## src/rtl/pmc_pkg.sv

```systemverilog
`timescale 1ns/1ps
// Shared types for the SRAM power mode controller.
// Assumes: the mode code values are visible at the top-level pwr_mode port.
package pmc_pkg;
    typedef enum logic [1:0] {
        PM_ACT  = 2'b00,
        PM_DS   = 2'b01,
        PM_PO   = 2'b10,
        PM_WAKE = 2'b11
    } pm_mode_e;

    localparam logic [2:0] REF_FULL = 3'b100;
endpackage

```

## src/rtl/pmc_req_sync.sv

```systemverilog
`timescale 1ns/1ps
// Synchronises the two active-low mode requests with two flops each,
// then decodes them into a target mode. Off takes priority over sleep.
// Assumes: the request pins are asynchronous to clk and level-held.
module pmc_req_sync
    import pmc_pkg::*;
#(
    parameter int STAGES = 2
) (
    input  logic     clk,
    input  logic     rst_n,
    input  logic     sleep_n,
    input  logic     off_n,
    output pm_mode_e tgt_o
);
    localparam int LAST = STAGES - 1;

    logic [STAGES-1:0] slp_sh;
    logic [STAGES-1:0] off_sh;

    // shift chains; reset to the idle (no request) level
    always_ff @(posedge clk) begin
        if (!rst_n) begin
            slp_sh <= '1;
            off_sh <= '1;
        end else begin
            slp_sh <= {slp_sh[STAGES-2:0], sleep_n};
            off_sh <= {off_sh[STAGES-2:0], off_n};
        end
    end

    // priority decode of the synchronised levels
    always_comb begin
        if (!off_sh[LAST])       tgt_o = PM_PO;
        else if (!slp_sh[LAST])  tgt_o = PM_DS;
        else                     tgt_o = PM_ACT;
    end

    // power-off target only after the pin was low two edges earlier
    a_r2_off_latency: assert property (@(posedge clk) disable iff (!rst_n)
        (tgt_o == PM_PO) |-> !$past(off_n, 2));
endmodule

```

## src/rtl/pmc_mode_fsm.sv

```systemverilog
`timescale 1ns/1ps
// Mode state machine: holds the current mode, steps the segment count
// during wake-up and drives the regulator enable.
// Assumes: tgt never carries PM_WAKE; mem_busy marks an access in progress.
module pmc_mode_fsm
    import pmc_pkg::*;
#(
    parameter int NSEG = 8,
    parameter int CW   = $clog2(NSEG + 1)
) (
    input  logic          clk,
    input  logic          rst_n,
    input  pm_mode_e      tgt,
    input  logic          mem_busy,
    output pm_mode_e      st_o,
    output logic [CW-1:0] cnt_o,
    output logic          reg_en_o
);
    pm_mode_e      st_q, st_d;
    logic [CW-1:0] cnt_q, cnt_d;
    logic          fds_q, fds_d;
    logic          reg_d;

    // next-state and segment-count computation
    always_comb begin
        st_d  = st_q;
        cnt_d = cnt_q;
        fds_d = fds_q;
        unique case (st_q)
            PM_ACT: begin
                if (tgt != PM_ACT && !mem_busy) begin
                    st_d  = tgt;
                    cnt_d = '0;
                end
            end
            PM_DS, PM_PO: begin
                if (tgt == PM_ACT) begin
                    st_d  = PM_WAKE;
                    cnt_d = CW'(1);
                    fds_d = (st_q == PM_DS);
                end else begin
                    st_d = tgt;
                end
            end
            PM_WAKE: begin
                if (tgt != PM_ACT) begin
                    st_d  = tgt;
                    cnt_d = '0;
                end else if (cnt_q == CW'(NSEG)) begin
                    st_d = PM_ACT;
                end else begin
                    cnt_d = cnt_q + 1'b1;
                end
            end
            default: st_d = PM_PO;
        endcase
    end

    // regulator on in deep-sleep and while waking out of deep-sleep
    always_comb reg_d = (st_d == PM_DS) || (st_d == PM_WAKE && fds_d);

    // state registers; reset lands in power-off
    always_ff @(posedge clk) begin
        if (!rst_n) begin
            st_q     <= PM_PO;
            cnt_q    <= '0;
            fds_q    <= 1'b0;
            reg_en_o <= 1'b0;
        end else begin
            st_q     <= st_d;
            cnt_q    <= cnt_d;
            fds_q    <= fds_d;
            reg_en_o <= reg_d;
        end
    end

    assign st_o  = st_q;
    assign cnt_o = cnt_q;

    // the ramp adds exactly one segment per cycle
    a_r7_one_step: assert property (@(posedge clk) disable iff (!rst_n)
        (st_q == PM_WAKE && $past(st_q) == PM_WAKE) |-> cnt_q == $past(cnt_q) + 1'b1);
    // a busy access keeps the block in active
    a_r10_hold_busy: assert property (@(posedge clk) disable iff (!rst_n)
        (st_q == PM_ACT && mem_busy) |=> st_q == PM_ACT);
    // a sleep mode is never followed directly by active
    a_r12_no_skip: assert property (@(posedge clk) disable iff (!rst_n)
        (st_q == PM_DS || st_q == PM_PO) |=> st_q != PM_ACT);
endmodule

```

## src/rtl/pmc_sw_ramp.sv

```systemverilog
`timescale 1ns/1ps
// Turns the segment count into thermometer enables for both domains.
// Assumes: count never exceeds NSEG.
module pmc_sw_ramp #(
    parameter int NSEG = 8,
    parameter int CW   = $clog2(NSEG + 1)
) (
    input  logic [CW-1:0]   cnt,
    output logic [NSEG-1:0] arr_en,
    output logic [NSEG-1:0] per_en
);
    for (genvar i = 0; i < NSEG; i++) begin : g_seg
        assign arr_en[i] = (cnt > CW'(i));
        assign per_en[i] = (cnt > CW'(i));
    end
endmodule

```

## src/rtl/pmc_ref_ctrl.sv

```systemverilog
`timescale 1ns/1ps
// Reference/bias selection: passes the registered level select while the
// regulator runs, and forces full-supply reference and bias off otherwise.
// Assumes: lvl_sel is quasi-static.
module pmc_ref_ctrl
    import pmc_pkg::*;
(
    input  logic       clk,
    input  logic       rst_n,
    input  logic [1:0] lvl_sel,
    input  logic       reg_en,
    output logic [2:0] ref_code,
    output logic       bias_en
);
    logic [1:0] lvl_q;

    // capture the level select
    always_ff @(posedge clk) begin
        if (!rst_n) lvl_q <= '0;
        else        lvl_q <= lvl_sel;
    end

    // forced safe selection when the regulator is off
    always_comb begin
        ref_code = reg_en ? {1'b0, lvl_q} : REF_FULL;
        bias_en  = reg_en;
    end
endmodule

```

## src/rtl/sram_pmc.sv

```systemverilog
`timescale 1ns/1ps
// Top of the SRAM power mode controller: synchroniser, mode FSM,
// segment ramp and reference control, plus the access gate.
// Assumes: it sits on the always-on supply; mem_busy comes from the memory.
module sram_pmc
    import pmc_pkg::*;
#(
    parameter int NSEG = 8
) (
    input  logic            clk,
    input  logic            rst_n,
    input  logic            sleep_n,
    input  logic            off_n,
    input  logic [1:0]      lvl_sel,
    input  logic            mem_req,
    input  logic            mem_busy,
    output logic            mem_grant,
    output logic [NSEG-1:0] arr_sw_en,
    output logic [NSEG-1:0] per_sw_en,
    output logic            reg_en,
    output logic            bias_en,
    output logic [2:0]      ref_code,
    output logic [1:0]      pwr_mode,
    output logic            wake_done
);
    localparam int CW = $clog2(NSEG + 1);

    pm_mode_e      tgt;
    pm_mode_e      st;
    logic [CW-1:0] cnt;

    pmc_req_sync #(.STAGES(2)) u_sync (
        .clk(clk), .rst_n(rst_n), .sleep_n(sleep_n), .off_n(off_n), .tgt_o(tgt)
    );

    pmc_mode_fsm #(.NSEG(NSEG), .CW(CW)) u_fsm (
        .clk(clk), .rst_n(rst_n), .tgt(tgt), .mem_busy(mem_busy),
        .st_o(st), .cnt_o(cnt), .reg_en_o(reg_en)
    );

    pmc_sw_ramp #(.NSEG(NSEG), .CW(CW)) u_ramp (
        .cnt(cnt), .arr_en(arr_sw_en), .per_en(per_sw_en)
    );

    pmc_ref_ctrl u_ref (
        .clk(clk), .rst_n(rst_n), .lvl_sel(lvl_sel), .reg_en(reg_en),
        .ref_code(ref_code), .bias_en(bias_en)
    );

    // access gate and mode reporting
    always_comb begin
        wake_done = (st == PM_ACT);
        mem_grant = mem_req && wake_done && (tgt == PM_ACT);
        pwr_mode  = st;
    end

    // a grant only with every segment on and the regulator off
    a_r9_grant_safe: assert property (@(posedge clk) disable iff (!rst_n)
        mem_grant |-> (&arr_sw_en) && (&per_sw_en) && !reg_en);
    // wake-done never while any segment is off
    a_r8_done_full: assert property (@(posedge clk) disable iff (!rst_n)
        wake_done |-> (&arr_sw_en) && (&per_sw_en));
    // deep-sleep has every switch open and the regulator on
    a_r4_ds_open: assert property (@(posedge clk) disable iff (!rst_n)
        (pwr_mode == PM_DS) |-> (arr_sw_en == '0) && (per_sw_en == '0) && reg_en);
    // regulator off forces full-supply reference and no bias
    a_r6_ref_forced: assert property (@(posedge clk) disable iff (!rst_n)
        !reg_en |-> (ref_code == REF_FULL) && !bias_en);
endmodule

```

## config.mk

```make
export PLATFORM = sky130hd
export DESIGN_NAME = sram_pmc
export DESIGN_NICKNAME = d
export VERILOG_FILES = /design/src/rtl/pmc_pkg.sv /design/src/rtl/pmc_req_sync.sv /design/src/rtl/pmc_mode_fsm.sv /design/src/rtl/pmc_sw_ramp.sv /design/src/rtl/pmc_ref_ctrl.sv /design/src/rtl/sram_pmc.sv
export SDC_FILE = /design/constraint.sdc
export NUM_CORES = 1
export LEC_CHECK = 0
export ABC_AREA = 1
export BUFFER_PORTS_ARGS = -buffer_cell sky130_fd_sc_hd__buf_2
export CORE_MARGIN = 2
export CORE_UTILIZATION = 50
export DETAILED_ROUTE_END_ITERATION = 8
export PLACE_DENSITY = 0.86
export SYNTH_ARGS = -nofsm -noshare
export SYNTH_HDL_FRONTEND = slang
export SYNTH_SLANG_ARGS = --single-unit
```

## constraint.sdc

```tcl
create_clock -name clk -period 2.4 [get_ports clk]
set_clock_uncertainty 0.1 [all_clocks]
set_input_delay 0.48 -clock clk [delete_from_list [all_inputs] [get_ports clk]]
set_output_delay 0.48 -clock clk [all_outputs]
set_load 0.1 [all_outputs]
```

==> summary.txt, run 1 <==
Synth
  – XOR/XNOR Fraction of Synth Area: 0.00888
  – Yosys Warn Count: 0
  – Post-synth top cells: nand2_1, inv_1, dfxtp_1
  – Mapped Cells: 133
  – Syn Area/Cell: 7.41 sq um
  – Number of synthesized flops with an enable pin: 0
  – Synthesized-area fraction occupied by adder cells: 0.102
  – Combinational family with the most area after synthesis: simple AND/OR/NAND/NOR gates
  – Mapped Area: 986 sq um
  – Mux contribution to synthesized area: 0
  – Yosys top cell area share: 0.284
  – Ys async rst share: 0
  – Most common cell in the netlist: nand2_1
  – Yosys cell types: 26
  – Mapped Nets: 149
  – Post-synthesis simple-gate area fraction: 0.377
  – Yosys top cell by area: dfxtp_1
  – Synth Area in Compound Gates: 0.0609
  – Sequential area share after synthesis: 0.284
  – Primary FF master, synth: dfxtp_1
  – Synth top area cells: dfxtp_1, nand2_1, ha_1
  – Synth Register Bits: 14

Timing
  – Max Slew Vio Count: 0
  – Min Clock Period, post-route: 2280 ps
  – # setup viols final: 0
  – RSZ-0062 raised after global routing: no
  – Maximum clock rate: 0.439 GHz
  – Tcrit/Tclk final: 0.949
  – Slew HR: 0.656
  – Worst-margin pin slew: 514 ps
  – Fin. Hold Viols: 0
  – Setup TNS: 0 ps

Global route
  – Met1 Resource Use GR: 0.226
  – All-Layer GR Usage: 0.187
  – Initial antenna violation count: 0
  – Grt met2 use: 0.333
  – Vias in the first global route: 773
  – First-pass GRT wire length: 3.44 mm
  – Met3 GRT Util: 0.0278
  – Grt total ovfl: 0
  – Largest net degree at the start of global routing: 10
  – GRT Max-Usage Layer: met2

Cells and area
  – Footprint of the multi-input gates: 592 sq um
  – Final core utilization: 0.657
  – Diode count: 0
  – Nets@finish: 175
  – P&R area growth vs syn: 26.8%
  – Final-layout fill cell count: 160
  – Fin area: 0.00125 sq mm
  – Register area: 285 sq um
  – Layout cells sized above 1: 0.418

Routing
  – Detail Route Antenna Nets: 0
  – WL final: 2.01 mm
  – DR vias/cell: 4.63
  – DR WL/cell: 10.9 um
  – DRC viols: 0
  – Starting DRC count in detailed routing: 5
  – Vias: 857
  – Total iterations of the first detailed-routing run: 4

Clocking
  – Clock Sinks: 14
  – TritonCTS clock tree: built
  – Post-cts sizing count: 0
  – Hold Buf Count CTS: 0
  – Setup repair bufs after CTS: 0
  – # H-tree levels: 1
  – Clock buffer count from CTS: 3
  – Clk slew on worst S/H paths: 80 ps
  – Clk buf depth: 2
  – Worst skew pair latency: 270 ps
  – Clk root buf: clkbuf_4

Critical path
  – CP max FO: 5
  – Worst endpoint required time: 1820 ps
  – CP Capture Type: output pin
  – CP arrival: 1700 ps
  – Type of origin of the critical path: register
  – Crit Path Class: reg2out

Min path
  – Worst Hold Class: in2reg

Floorplan
  – Die width: 48.4 um
  – Io pins: 33
  – Core box area: 0.00190 sq mm
  – Row count: 16
  – DIE AREA: 0.00234 sq mm
  – Starting Density: 0.518
  – Die height: 48.4 um

Placed design
  – HPWL Detailed: 1.62 mm
  – Final Wtd Congestion: 0.845
  – PortBufs: 32
  – Dpl cell area: 0.00121 sq mm

Run status
  – Status: finished, final reports clean

Flow run
  – Max-cap violations: 0
cells by family after synthesis:
| group | after synthesis |
|---|---|
| AO/OA/AOI/OAI | 11 |
| XOR/XNOR | 1 |
| adder cells (fa/ha/maj) | 8 |
| buffers and inverters | 33 |
| flip-flops | 14 |
| AND/OR/NAND/NOR | 66 |
path summary, 6_finish.rpt:
check                                 startpoint          endpoint  slack [ps]  cells after the start
worst min-delay path                       off_n  u_sync.off_sh[0]         290                      2
worst min register to register  u_sync.slp_sh[0]  u_sync.slp_sh[1]         320                      1
worst max-delay path              u_fsm.cnt_o[1]      arr_sw_en[5]         120                      5
worst max register to register    u_fsm.cnt_o[1]    u_fsm.reg_en_o         840                     10
worst max-delay path: stages, from the launching register on:
cell	delay, ps
dfxtp_2	370
inv_1	130
ha_1	200
or2_2	330
o21ai_4	200
buf_12	200
sequential cells by signal, summed over array words and instances (netlist names):
register	flops
u_fsm.st_o	2
u_sync.off_sh	2
u_fsm.fds_q	1
u_sync.slp_sh	2
u_ref.lvl_q	2
u_fsm.reg_en_o	1
u_fsm.cnt_o	4
layout by cell type (no fill, tap or decap):
| cell | netlist | routed |
|---|---|---|
| nand2_1 | 29 | 28 |
| buf_2 | 0 | 28 |
| inv_1 | 21 | 21 |
| nor2_1 | 11 | 10 |
| dfxtp_1 | 14 | 10 |
| ha_1 | 8 | 7 |
| nand3_1 | 6 | 6 |
| or2_2 | 5 | 5 |
| o21ai_1 | 5 | 5 |
| nand2_4 | 4 | 4 |
| buf_12 | 0 | 4 |
| dfxtp_2 | 0 | 4 |
| nor2_4 | 2 | 3 |
| nand2_2 | 2 | 3 |
| clkbuf_4 | 0 | 3 |
| o21ai_4 | 0 | 2 |
| nand3_2 | 2 | 2 |
| nand2_8 | 1 | 1 |
| a31oi_2 | 0 | 1 |
| nor3b_2 | 1 | 1 |
| nand4_1 | 1 | 1 |
| nor3_4 | 1 | 1 |
| a21oi_1 | 1 | 1 |
| inv_2 | 1 | 1 |
| o21ai_0 | 3 | 1 |
| xnor2_1 | 1 | 1 |
| nor3_1 | 1 | 1 |
| a21oi_2 | 1 | 1 |
| ha_4 | 0 | 1 |
| clkbuf_8 | 0 | 1 |
area by class of cell:
type	instances	area share
Multi-Input combinational cell	86	0.473
Sequential cell	14	0.228
Timing Repair Buffer	32	0.176
Inverter	22	0.0661
Clock buffer	4	0.0290
Tap cell	27	0.0270
layer usage:
layer | up-vias | part of all wire
li1 | 449 | -
met1 | 394 | 0.43
met2 | 12 | 0.55
met3 | 2 | 0.016
met4 | 0 | 0.0075
met5 | - | 0
metrics by stage:
stage          hold slack [ps]  instances  worst slack [ps]
5_1_grt                    284        185              38.9
3_5_place_dp               300        181               339
3_3_place_gp               295        181               397
6_report                   286        185               122
4_1_cts                    281        185              36.9
2_1_floorplan              293        133              -176
Power of run 1 is not shown: default switching activity piles up to over one toggle a cycle in this logic, so the estimate is an artifact.
==> inputs of run 2 (changes only) <==
--- a/config.mk
+++ b/config.mk
@@ -7,10 +7,10 @@
 export LEC_CHECK = 0
 export ABC_AREA = 1
 export BUFFER_PORTS_ARGS = -buffer_cell sky130_fd_sc_hd__buf_2
-export CORE_MARGIN = 2
 export CORE_UTILIZATION = 50
 export DETAILED_ROUTE_END_ITERATION = 8
-export PLACE_DENSITY = 0.86
+export PLACE_DENSITY = 0.87
 export SYNTH_ARGS = -nofsm -noshare
 export SYNTH_HDL_FRONTEND = slang
+export SYNTH_HIERARCHICAL = 1
 export SYNTH_SLANG_ARGS = --single-unit
==> run 2 against run 1 <==
Effect of this change:
- synthesized cell count up 12%
- maximum frequency rose by 13%
- die area down 9.7%
- core utilization shrank 2.0 points
- critical path type unchanged
==> summary.txt, run 2 <==
Clocking
  – Clock buffer count from CTS: 3
  – Worst skew pair latency: 270 ps
  – # H-tree levels: 1
  – Clk root buf: clkbuf_4
  – Setup repair bufs after CTS: 0
  – TritonCTS clock tree: built
  – Clk buf depth: 2
  – Clk slew on worst S/H paths: 70 ps
  – Hold Buf Count CTS: 0
  – Clock Sinks: 14
  – Post-cts sizing count: 0

Cells and area
  – Final-layout fill cell count: 167
  – Footprint of the multi-input gates: 514 sq um
  – Commonest non-fill, non-tap cells in the layout: nand2_1, buf_2, inv_1, dfxtp_1, nand3_1
  – P&R area growth vs syn: 16.0%
  – Fin area: 0.00112 sq mm
  – Layout cells sized above 1: 0.310
  – Register area: 283 sq um
  – Nets@finish: 190
  – Commonest non-fill, non-tap cell in the layout: nand2_1
  – Max reg flops: 4
  – Diode count: 0

Pwr
  – Peak supply drop: 0.969 mV
  – Cell Pwr Density: 1300 mW/mm^2
  – Tot Pwr: 0.00146 W
  – Leakage power figure: 0.702 nW

Critical path
  – CP Capture Type: output pin
  – Crit Path Class: reg2out
  – Worst endpoint required time: 1820 ps
  – Crit-path leading delay family: flip-flops
  – CP arrival: 1440 ps
  – Type of origin of the critical path: register
  – Worst path max stage delay: 520 ps
  – CP max stage cell: dfxtp_1
  – Crit path buf inv count: 1
  – CP max FO: 10
  – Worst-path cell chain: nand2_1 -> nand3_1 -> buf_2

Synth
  – Mapped Cells: 149
  – Yosys Warn Count: 6
  – Sequential area share after synthesis: 0.289
  – Number of synthesized flops with an enable pin: 0
  – Synth Register Bits: 14
  – Syn Area/Cell: 6.50 sq um
  – Yosys cell types: 21
  – Most common cell in the netlist: nand2_1
  – Mapped Area: 968 sq um
  – Ys async rst share: 0
  – Yosys top cell area share: 0.289
  – Mapped Nets: 163
  – Primary FF master, synth: dfxtp_1
  – Yosys top cell by area: dfxtp_1
  – Post-synth top cells: nand2_1, inv_1, dfxtp_1
  – Synth top area cells: dfxtp_1, nand2_1, inv_1

Flow run
  – Max-cap violations: 0

Global route
  – Initial antenna violation count: 0
  – First-pass GRT wire length: 3.06 mm
  – Vias in the first global route: 790
  – Largest net degree at the start of global routing: 11
  – All-Layer GR Usage: 0.198
  – Grt total ovfl: 0

Floorplan
  – Die height: 46.0 um
  – Core box area: 0.00176 sq mm
  – Die width: 46.0 um
  – DIE AREA: 0.00212 sq mm
  – Io pins: 33
  – Row count: 15
  – Starting Density: 0.549

Routing
  – DR vias/cell: 4.59
  – Starting DRC count in detailed routing: 17
  – Vias: 914
  – Detail Route Antenna Nets: 0
  – DR WL/cell: 9.33 um
  – Met2 WL: 970 um
  – WL final: 1.86 mm
  – DRC viols: 0
  – Total iterations of the first detailed-routing run: 4
  – Wire length on met1: 805 um
  – Routed wl met3: 60 um
  – Highest Signal Layer: met4

Timing
  – Slew HR: 0.678
  – Fin. Hold Viols: 0
  – Maximum clock rate: 0.494 GHz
  – Fin Hold WS: 274 ps
  – Setup TNS: 0 ps
  – # setup viols final: 0
  – Tcrit/Tclk final: 0.843
  – Worst-margin pin slew: 487 ps
  – Min Clock Period, post-route: 2020 ps
  – RSZ-0062 raised after global routing: no
  – Max Slew Vio Count: 0

Min path
  – Worst Hold Class: in2reg

Placed design
  – Dpl cell area: 0.00110 sq mm
  – HPWL Detailed: 1.53 mm
  – Final Wtd Congestion: 0.795
  – PortBufs: 32

Run status
  – Status: finished, final reports clean
-- run 2: cell type report --
cell class,count,share of cell area
multi-input combinational,95,0.458
sequential,14,0.252
timing repair buffer,32,0.143
inverter,30,0.100
tap,25,0.0278
clock buffer,3,0.0200
-- run 2: logic make-up (layout without fill, tap and decap cells) --
family,Yosys count,count (layout),synth area share
simple gates,79,79,0.389
buf+inv,40,65,0.190
flops,14,14,0.289
compound gates,10,10,0.0543
fa+ha+maj,6,6,0.0775
-- run 2: path summary, 6_finish.rpt --
check | slack (ps) | endpoint | from | cells past startpoint
max | 380 | per_sw_en[4] | u_fsm/cnt_o[2] | 3
max reg2reg | 780 | u_fsm/cnt_o[2] | u_fsm/cnt_o[0] | 9
min | 270 | u_sync/off_sh[0] | off_n | 3
min reg2reg | 300 | u_sync/off_sh[1] | u_sync/off_sh[0] | 2
-- run 2: per-stage QoR --
| step | std cells | setup WS [ps] | utilization |
|---|---|---|---|
| global route | 199 | 288 | 0.637 |
| finish | 199 | 377 | 0.637 |
| detailed placement | 196 | 669 | 0.624 |
| global placement | 196 | 685 | 0.624 |
| CTS | 199 | 362 | 0.637 |
| floorplan | 149 | 51.0 | - |
-- run 2: power by group --
| part | total, W | leakage [nW] | switching [W] | internal, W |
|---|---|---|---|---|
| Combinational | 0.000996 | 0.572 | 0.000792 | 0.000204 |
| Sequential | 0.000342 | 0.116 | 0.0000604 | 0.000282 |
| Clock | 0.000121 | 0.0138 | 0.0000632 | 0.0000580 |
-- run 2: routing by layer --
metal	GRT usage	up-vias
met5	0	-
met4	0.124	0
met3	0.0159	4
met2	0.344	21
met1	0.232	399
li1	-	490
-- run 2: tightest hold or removal path, cell delays in order --
cell	delay, ps
buf_2	70
inv_1	30
nand2_1	40
Note: power is estimated with default switching activity, not from simulation.
